`config.mk`:
```
export PLATFORM = sky130hd
export DESIGN_NAME = lane_extract_unit
export DESIGN_NICKNAME = d
export VERILOG_FILES = /design/src/rtl/lx_pkg.sv /design/src/rtl/lx_decode.sv /design/src/rtl/lx_ctrl.sv /design/src/rtl/lx_datapath.sv /design/src/rtl/lane_extract_unit.sv
export SDC_FILE = /design/constraint.sdc
export NUM_CORES = 1
export LEC_CHECK = 0
export BUFFER_PORTS_ARGS = -buffer_cell sky130_fd_sc_hd__buf_4
export CELL_PAD_IN_SITES_DETAIL_PLACEMENT = 1
export CELL_PAD_IN_SITES_GLOBAL_PLACEMENT = 1
export CORE_MARGIN = 2
export CORE_UTILIZATION = 31
export CTS_CLUSTER_SIZE = 28
export DETAILED_ROUTE_END_ITERATION = 8
export PLACE_DENSITY_LB_ADDON = 0.15
export SYNTH_ARGS = -nofsm -noshare
export SYNTH_HDL_FRONTEND = slang
export SYNTH_SLANG_ARGS = --single-unit
```
`constraint.sdc`:
```
create_clock -name clk -period 2 [get_ports clk]
set_input_delay 0.1 -clock clk [delete_from_list [all_inputs] [get_ports clk]]
set_output_delay 0.1 -clock clk [all_outputs]
set_load 0.05 [all_outputs]
```
`src/rtl/lx_pkg.sv`:
```
package lx_pkg;
  localparam int LANE_IDX_W = 3;
  localparam int GREG_IDX_W = 4;
  localparam int VREG_IDX_W = 5;

  typedef enum logic [1:0] {
    LANE_BYTE = 2'd0,
    LANE_HALF = 2'd1,
    LANE_WORD = 2'd2
  } laneSizeE;

  typedef struct packed {
    laneSizeE                laneSize;
    logic [LANE_IDX_W-1:0]   laneIdx;
    logic                    zeroExt;
    logic                    needsVec;
    logic                    undef;
    logic                    unpred;
    logic [GREG_IDX_W-1:0]   dest;
    logic [VREG_IDX_W-1:0]   src;
  } decodeT;

  typedef struct packed {
    logic                    load;
    laneSizeE                laneSize;
    logic [LANE_IDX_W-1:0]   laneIdx;
    logic                    zeroExt;
    logic                    wrEn;
    logic [GREG_IDX_W-1:0]   dest;
    logic                    undef;
    logic                    unpred;
    logic                    trap;
  } ctrlStrobesT;
endpackage

```
`src/rtl/lx_decode.sv`:
```
module lx_decode
  import lx_pkg::*;
(
  input  logic [31:0] instrWord,
  input  logic        compactForm,
  output decodeT      dec
);
  logic [4:0] mergeFld;
  logic       condFieldOk;
  logic       fixedOk;
  logic       patUndef;

  // merged field: {U, opc1[1], opc1[0], opc2[1], opc2[0]}
  assign mergeFld    = {instrWord[23], instrWord[22:21], instrWord[6:5]};
  assign condFieldOk = compactForm ? (instrWord[31:28] == 4'b1110)
                                   : (instrWord[31:28] != 4'b1111);
  assign fixedOk     = condFieldOk
                    && (instrWord[27:24] == 4'b1110)
                    && instrWord[20]
                    && (instrWord[11:8] == 4'b1011)
                    && instrWord[4];

  always_comb begin
    dec          = '0;
    dec.laneSize = LANE_WORD;
    patUndef     = 1'b0;
    casez (mergeFld)
      5'b?1???: begin
        dec.laneSize = LANE_BYTE;
        dec.laneIdx  = mergeFld[2:0];
      end
      5'b?0??1: begin
        dec.laneSize = LANE_HALF;
        dec.laneIdx  = {1'b0, mergeFld[2:1]};
      end
      5'b00?00: begin
        dec.laneSize = LANE_WORD;
        dec.laneIdx  = {2'b00, mergeFld[2]};
      end
      default: patUndef = 1'b1;
    endcase
    dec.zeroExt  = mergeFld[4];
    dec.needsVec = (dec.laneSize != LANE_WORD);
    dec.undef    = !fixedOk || patUndef;
    dec.unpred   = !dec.undef
                && ((instrWord[15:12] == 4'hF) || (instrWord[3:0] != 4'h0));
    dec.dest     = instrWord[15:12];
    dec.src      = {instrWord[7], instrWord[19:16]};
  end
endmodule

```
`src/rtl/lx_ctrl.sv`:
```
module lx_ctrl
  import lx_pkg::*;
(
  input  logic                  clk,
  input  logic                  rstN,
  input  logic                  reqValid,
  output logic                  reqReady,
  input  logic [31:0]           instrWord,
  input  logic                  compactForm,
  input  logic                  condPass,
  input  logic                  unitEnable,
  input  logic                  vecPresent,
  input  logic                  rspReady,
  output logic                  rspValid,
  output logic [VREG_IDX_W-1:0] rfRdAddr,
  output ctrlStrobesT           strb
);
  decodeT dec;
  logic   validQ;
  logic   accept;
  logic   trapNow;
  logic   writeNow;

  lx_decode decode_i (
    .instrWord   (instrWord),
    .compactForm (compactForm),
    .dec         (dec)
  );

  assign reqReady = !validQ || rspReady;
  assign accept   = reqValid && reqReady;
  assign rspValid = validQ;
  assign rfRdAddr = dec.src;

  // gating: traps only matter once the condition has passed
  assign trapNow  = !dec.undef && condPass
                 && (!unitEnable || (dec.needsVec && !vecPresent));
  assign writeNow = !dec.undef && condPass && !trapNow
                 && (dec.dest != 4'hF);

  always_comb begin
    strb.load     = accept;
    strb.laneSize = dec.laneSize;
    strb.laneIdx  = dec.laneIdx;
    strb.zeroExt  = dec.zeroExt;
    strb.wrEn     = writeNow;
    strb.dest     = dec.dest;
    strb.undef    = dec.undef;
    strb.unpred   = dec.unpred;
    strb.trap     = trapNow;
  end

  always_ff @(posedge clk) begin
    if (!rstN) begin
      validQ <= 1'b0;
    end else if (accept) begin
      validQ <= 1'b1;
    end else if (rspReady) begin
      validQ <= 1'b0;
    end
  end
endmodule

```
`src/rtl/lx_datapath.sv`:
```
module lx_datapath
  import lx_pkg::*;
#(
  parameter int DATA_W = 32,
  parameter int VREG_W = 64
) (
  input  logic                  clk,
  input  logic                  rstN,
  input  ctrlStrobesT           strb,
  input  logic [VREG_W-1:0]     rfRdData,
  output logic                  rspWrEn,
  output logic [GREG_IDX_W-1:0] rspDest,
  output logic [DATA_W-1:0]     rspData,
  output logic                  rspUndef,
  output logic                  rspUnpred,
  output logic                  rspTrap
);
  localparam int NUM_SIZES = 3;

  logic [DATA_W-1:0] extVal [NUM_SIZES];
  logic [DATA_W-1:0] laneSel;

  // one extractor per lane width, all evaluated every cycle
  for (genvar g = 0; g < NUM_SIZES; g++) begin : gSize
    localparam int LW = 8 << g;
    localparam int LN = VREG_W / LW;
    localparam int IW = $clog2(LN);
    logic [LW-1:0] lanes [LN];
    logic [LW-1:0] picked;

    for (genvar l = 0; l < LN; l++) begin : gLane
      assign lanes[l] = rfRdData[l*LW +: LW];
    end

    assign picked = lanes[strb.laneIdx[IW-1:0]];

    if (LW < DATA_W) begin : gExt
      assign extVal[g] = strb.zeroExt ? {{(DATA_W-LW){1'b0}}, picked}
                                      : {{(DATA_W-LW){picked[LW-1]}}, picked};
    end else begin : gFull
      assign extVal[g] = picked[DATA_W-1:0];
    end
  end

  always_comb begin
    case (strb.laneSize)
      LANE_BYTE: laneSel = extVal[0];
      LANE_HALF: laneSel = extVal[1];
      default:   laneSel = extVal[2];
    endcase
  end

  always_ff @(posedge clk) begin
    if (!rstN) begin
      rspWrEn   <= 1'b0;
      rspDest   <= '0;
      rspData   <= '0;
      rspUndef  <= 1'b0;
      rspUnpred <= 1'b0;
      rspTrap   <= 1'b0;
    end else if (strb.load) begin
      rspWrEn   <= strb.wrEn;
      rspDest   <= strb.dest;
      rspData   <= strb.wrEn ? laneSel : '0;
      rspUndef  <= strb.undef;
      rspUnpred <= strb.unpred;
      rspTrap   <= strb.trap;
    end
  end
endmodule

```
`src/rtl/lane_extract_unit.sv`:
```
module lane_extract_unit
  import lx_pkg::*;
#(
  parameter int DATA_W = 32,
  parameter int VREG_W = 64
) (
  input  logic                  clk,
  input  logic                  rstN,
  input  logic                  reqValid,
  output logic                  reqReady,
  input  logic [31:0]           instrWord,
  input  logic                  compactForm,
  input  logic                  condPass,
  input  logic                  unitEnable,
  input  logic                  vecPresent,
  output logic [VREG_IDX_W-1:0] rfRdAddr,
  input  logic [VREG_W-1:0]     rfRdData,
  output logic                  rspValid,
  input  logic                  rspReady,
  output logic                  rspWrEn,
  output logic [GREG_IDX_W-1:0] rspDest,
  output logic [DATA_W-1:0]     rspData,
  output logic                  rspUndef,
  output logic                  rspUnpred,
  output logic                  rspTrap
);
  ctrlStrobesT strb;

  lx_ctrl ctrl_i (
    .clk         (clk),
    .rstN        (rstN),
    .reqValid    (reqValid),
    .reqReady    (reqReady),
    .instrWord   (instrWord),
    .compactForm (compactForm),
    .condPass    (condPass),
    .unitEnable  (unitEnable),
    .vecPresent  (vecPresent),
    .rspReady    (rspReady),
    .rspValid    (rspValid),
    .rfRdAddr    (rfRdAddr),
    .strb        (strb)
  );

  lx_datapath #(
    .DATA_W (DATA_W),
    .VREG_W (VREG_W)
  ) datapath_i (
    .clk       (clk),
    .rstN      (rstN),
    .strb      (strb),
    .rfRdData  (rfRdData),
    .rspWrEn   (rspWrEn),
    .rspDest   (rspDest),
    .rspData   (rspData),
    .rspUndef  (rspUndef),
    .rspUnpred (rspUnpred),
    .rspTrap   (rspTrap)
  );
endmodule

```
==> impl_metrics.json <==
{
  "post_route_cells_drive_above_1_share_pct": 33.38,
  "dieArea_sq_um": 12830,
  "design.core.area_sq_um": 11520,
  "cts-htree-levels": 2,
  "tightest_slew_ns": 0.5368,
  "rsz0062_at_grt": "no",
  "drt_iter0_drc": 267,
  "final_period_minus_worst_setup_slack_ns": 1.680,
  "synth_enable_flop_cells": 0,
  "placed_cells_incl_taps": 803,
  "area_after_dpl_sq_um": 5109,
  "post_synth_instance_area_sq_um": 3701,
  "most-common-layout-cells": "179 x sky130_fd_sc_hd__buf_4, 104 x sky130_fd_sc_hd__nand2_1, 41 x sky130_fd_sc_hd__o21ai_0",
  "instances_no_fill": 811,
  "crit_chain": "buf_4, or3b_4, o31ai_4, buf_4, o21ai_0, a21oi_1, nor3_1, o41ai_1",
  "finalNetCount": 771,
  "gp_congestion": 0.8834,
  "layout.filler_cells": 1462,
  "clock_path_buffers": 2,
  "timing.critical_path.required_ns": 2.19,
  "antenna_found_initial": 0,
  "avgSynthCellArea_sq_um": 7.077,
  "first_pass_grt_wire_length_um": 26620,
  "path_common_cell": "sky130_fd_sc_hd__buf_4",
  "yosys_warnings": 0,
  "timing.setup.critical_path_class": "in -> reg",
  "worstSkewPairLatency_ns": 0.29,
  "cts_made_buffers": 5,
  "worst-path-max-fanout": 15,
  "hp-class": "in -> reg",
  "largest_net_degree_at_the_start_of_global_routing": 38,
  "floorplan.initialDensity_pct": 32.14,
  "hold_ws_ns": 0.07051,
  "worstSetupStartpointType": "input port",
  "floorplan.die.width_um": 113.3,
  "max_slew_margin_pct": 63.29,
  "cts_repair_resize_count": 0,
  "postSynth.topFlopCell": "sky130_fd_sc_hd__dfxtp_1",
  "track_usage_pct": 25.95,
  "timing.final.setup_violations": 0,
  "detail_route.wl_per_cell_um": 20.30,
  "final_slew_viol_count": 0,
  "synth_cell_type_count": 66,
  "power_leakage_nw": 2.305,
  "final.setup_skew_ns": 0.005062,
  "total_number_of_clock_tree_sinks": 41,
  "post-dp-hpwl_um": 12860,
  "grt_use_met2_pct": 43.19,
  "layout.cells.most_common": "sky130_fd_sc_hd__buf_4",
  "fin_total_pwr_mw": 2.489,
  "top_usage_layer": "met2",
  "min_period_over_period_pct": 84.00,
  "number_of_iterations_in_the_first_detailed_routing_pass": 7,
  "drt_drc": 6,
  "synth.net_count": 627,
  "clk_transition_reported_paths_ns": 0.06,
  "n_antenna_cell": 0,
  "timing_hold_violations_final": 0,
  "flip_flop_and_latch_count_after_synthesis": 41,
  "synth_seq_area_share_pct": 22.18,
  "clock_tree_root_driver_cell": "sky130_fd_sc_hd__clkbuf_16",
  "critPathCaptureType": "flop",
  "tns_ns": 0,
  "syn2layout_area_growth_pct": 41.78,
  "first_global_vias": 4941,
  "outcome": "finished with violations",
  "use_met3_pct": 5.196,
  "holdBufCountCts": 0,
  "failed_checks": "DRC",
  "cts_setup_buffers": 0,
  "global_route.overflow_total": 0,
  "top_level_ports": 151,
  "numPortBuffers": 140,
  "power.ir.vdd_worst_mv": 0.2248,
  "fmax_ghz": 0.5952,
  "route.vias.total": 4691,
  "drt_wl_total_um": 16460,
  "worst_path_largest_cell_delay_ns": 0.43,
  "layout.cell_area.non_filler_sq_um": 5248,
  "arrival_ns": 1.87,
  "die_height_um": 113.3,
  "critical_path.slowest_cell": "sky130_fd_sc_hd__or3b_4",
  "postSynth.asyncResetShare_pct": 0,
  "power_density_nw_per_um2": 474.3,
  "timing.max_cap.violations": 0,
  "placement_rows": 39,
  "vias_per_cell": 5.784,
  "global_route.usage.met1_pct": 34.35,
  "synthCells": 523,
  "drt.antenna.violating_nets": 0,
  "cts_tree": "done"
}
==> state kept, by name, summed over array words and instances (netlist names) <==
signal,cells
ctrl_i.rspValid,1
datapath_i.rspData,32
datapath_i.rspDest,4
datapath_i.rspTrap,1
datapath_i.rspUndef,1
datapath_i.rspUnpred,1
datapath_i.rspWrEn,1
==> cells by family after synthesis <==
| kind of cell | synth area share [%] |
|---|---|
| compound gates | 34.01 |
| simple gates | 30.02 |
| flops | 22.18 |
| buf+inv | 7.370 |
| mux | 6.423 |
==> path summary, 6_finish.rpt <==
path,from,end,slack (ns),cells past startpoint
min reg2reg,datapath_i.rspData[15],datapath_i.rspData[15],0.44,2
min,instrWord[12],datapath_i.rspDest[0],0.07,3
max,instrWord[6],datapath_i.rspData[1],0.32,8
max reg2reg,ctrl_i.rspValid,datapath_i.rspData[1],0.34,6
==> area by class of cell <==
class / count / area, sq um / share of cell area (%)
clock buffers: 6 / 128.9 / 2.456
repair buffers: 185 / 1464 / 27.90
inverters: 9 / 33.78 / 0.6438
clock inverters: 2 / 10.01 / 0.1907
flip-flops and latches: 41 / 822.0 / 15.67
well taps: 143 / 178.9 / 3.410
multi-input cells: 425 / 2610 / 49.74
==> power by group <==
group          total [mW]  switching [mW]  leakage, nW  internal (mW)
combinational       0.851           0.478         1.90          0.373
sequential          0.829         0.00423        0.332          0.824
clock               0.810           0.350       0.0706          0.459
total                2.49           0.833         2.31           1.66
==> Yosys cell counts (7+ instances only) <==
| master | n | area, sq um |
|---|---|---|
| sky130_fd_sc_hd__nand2_1 | 104 | 390.4 |
| sky130_fd_sc_hd__dfxtp_1 | 41 | 820.8 |
| sky130_fd_sc_hd__o21ai_0 | 41 | 205.2 |
| sky130_fd_sc_hd__a21oi_1 | 32 | 160.2 |
| sky130_fd_sc_hd__nor2_1 | 24 | 90.09 |
| sky130_fd_sc_hd__clkbuf_1 | 22 | 82.58 |
| sky130_fd_sc_hd__a211oi_1 | 21 | 157.7 |
| sky130_fd_sc_hd__and2_1 | 17 | 106.4 |
| sky130_fd_sc_hd__mux2i_1 | 17 | 170.2 |
| sky130_fd_sc_hd__and3_1 | 16 | 100.1 |
| sky130_fd_sc_hd__nand3_1 | 14 | 70.07 |
| sky130_fd_sc_hd__nand4_1 | 12 | 75.07 |
| sky130_fd_sc_hd__buf_2 | 11 | 55.05 |
| sky130_fd_sc_hd__nor3_1 | 11 | 55.05 |
| sky130_fd_sc_hd__o21ai_2 | 11 | 96.34 |
| sky130_fd_sc_hd__nor2b_1 | 9 | 56.30 |
| sky130_fd_sc_hd__buf_4 | 8 | 60.06 |
| sky130_fd_sc_hd__inv_1 | 8 | 30.03 |
| sky130_fd_sc_hd__a21boi_0 | 7 | 52.55 |
==> per-stage QoR <==
step | setup WS (ns) | utilization [%]
2_1_floorplan | 0.1141 | -
3_3_place_gp | 0.01956 | 44.36
3_5_place_dp | 0.01059 | 44.36
4_1_cts | 0.3190 | 45.57
5_1_grt | 0.1729 | 45.57
6_report | 0.3200 | 45.57
==> metal layers <==
metal / share of wire [%] / up-vias
met2: 48 / 186
met4: 1.4 / 0
li1: - / 2221
met3: 7.3 / 21
met5: 0 / -
met1: 44 / 2263
==> critical path, delay by kind of cell <==
family	cells	cell delay (ns)
AO/OA/AOI/OAI	4	0.79
buffers and inverters	2	0.46
AND/OR/NAND/NOR	2	0.52
(Power assumes the default switching activity.)
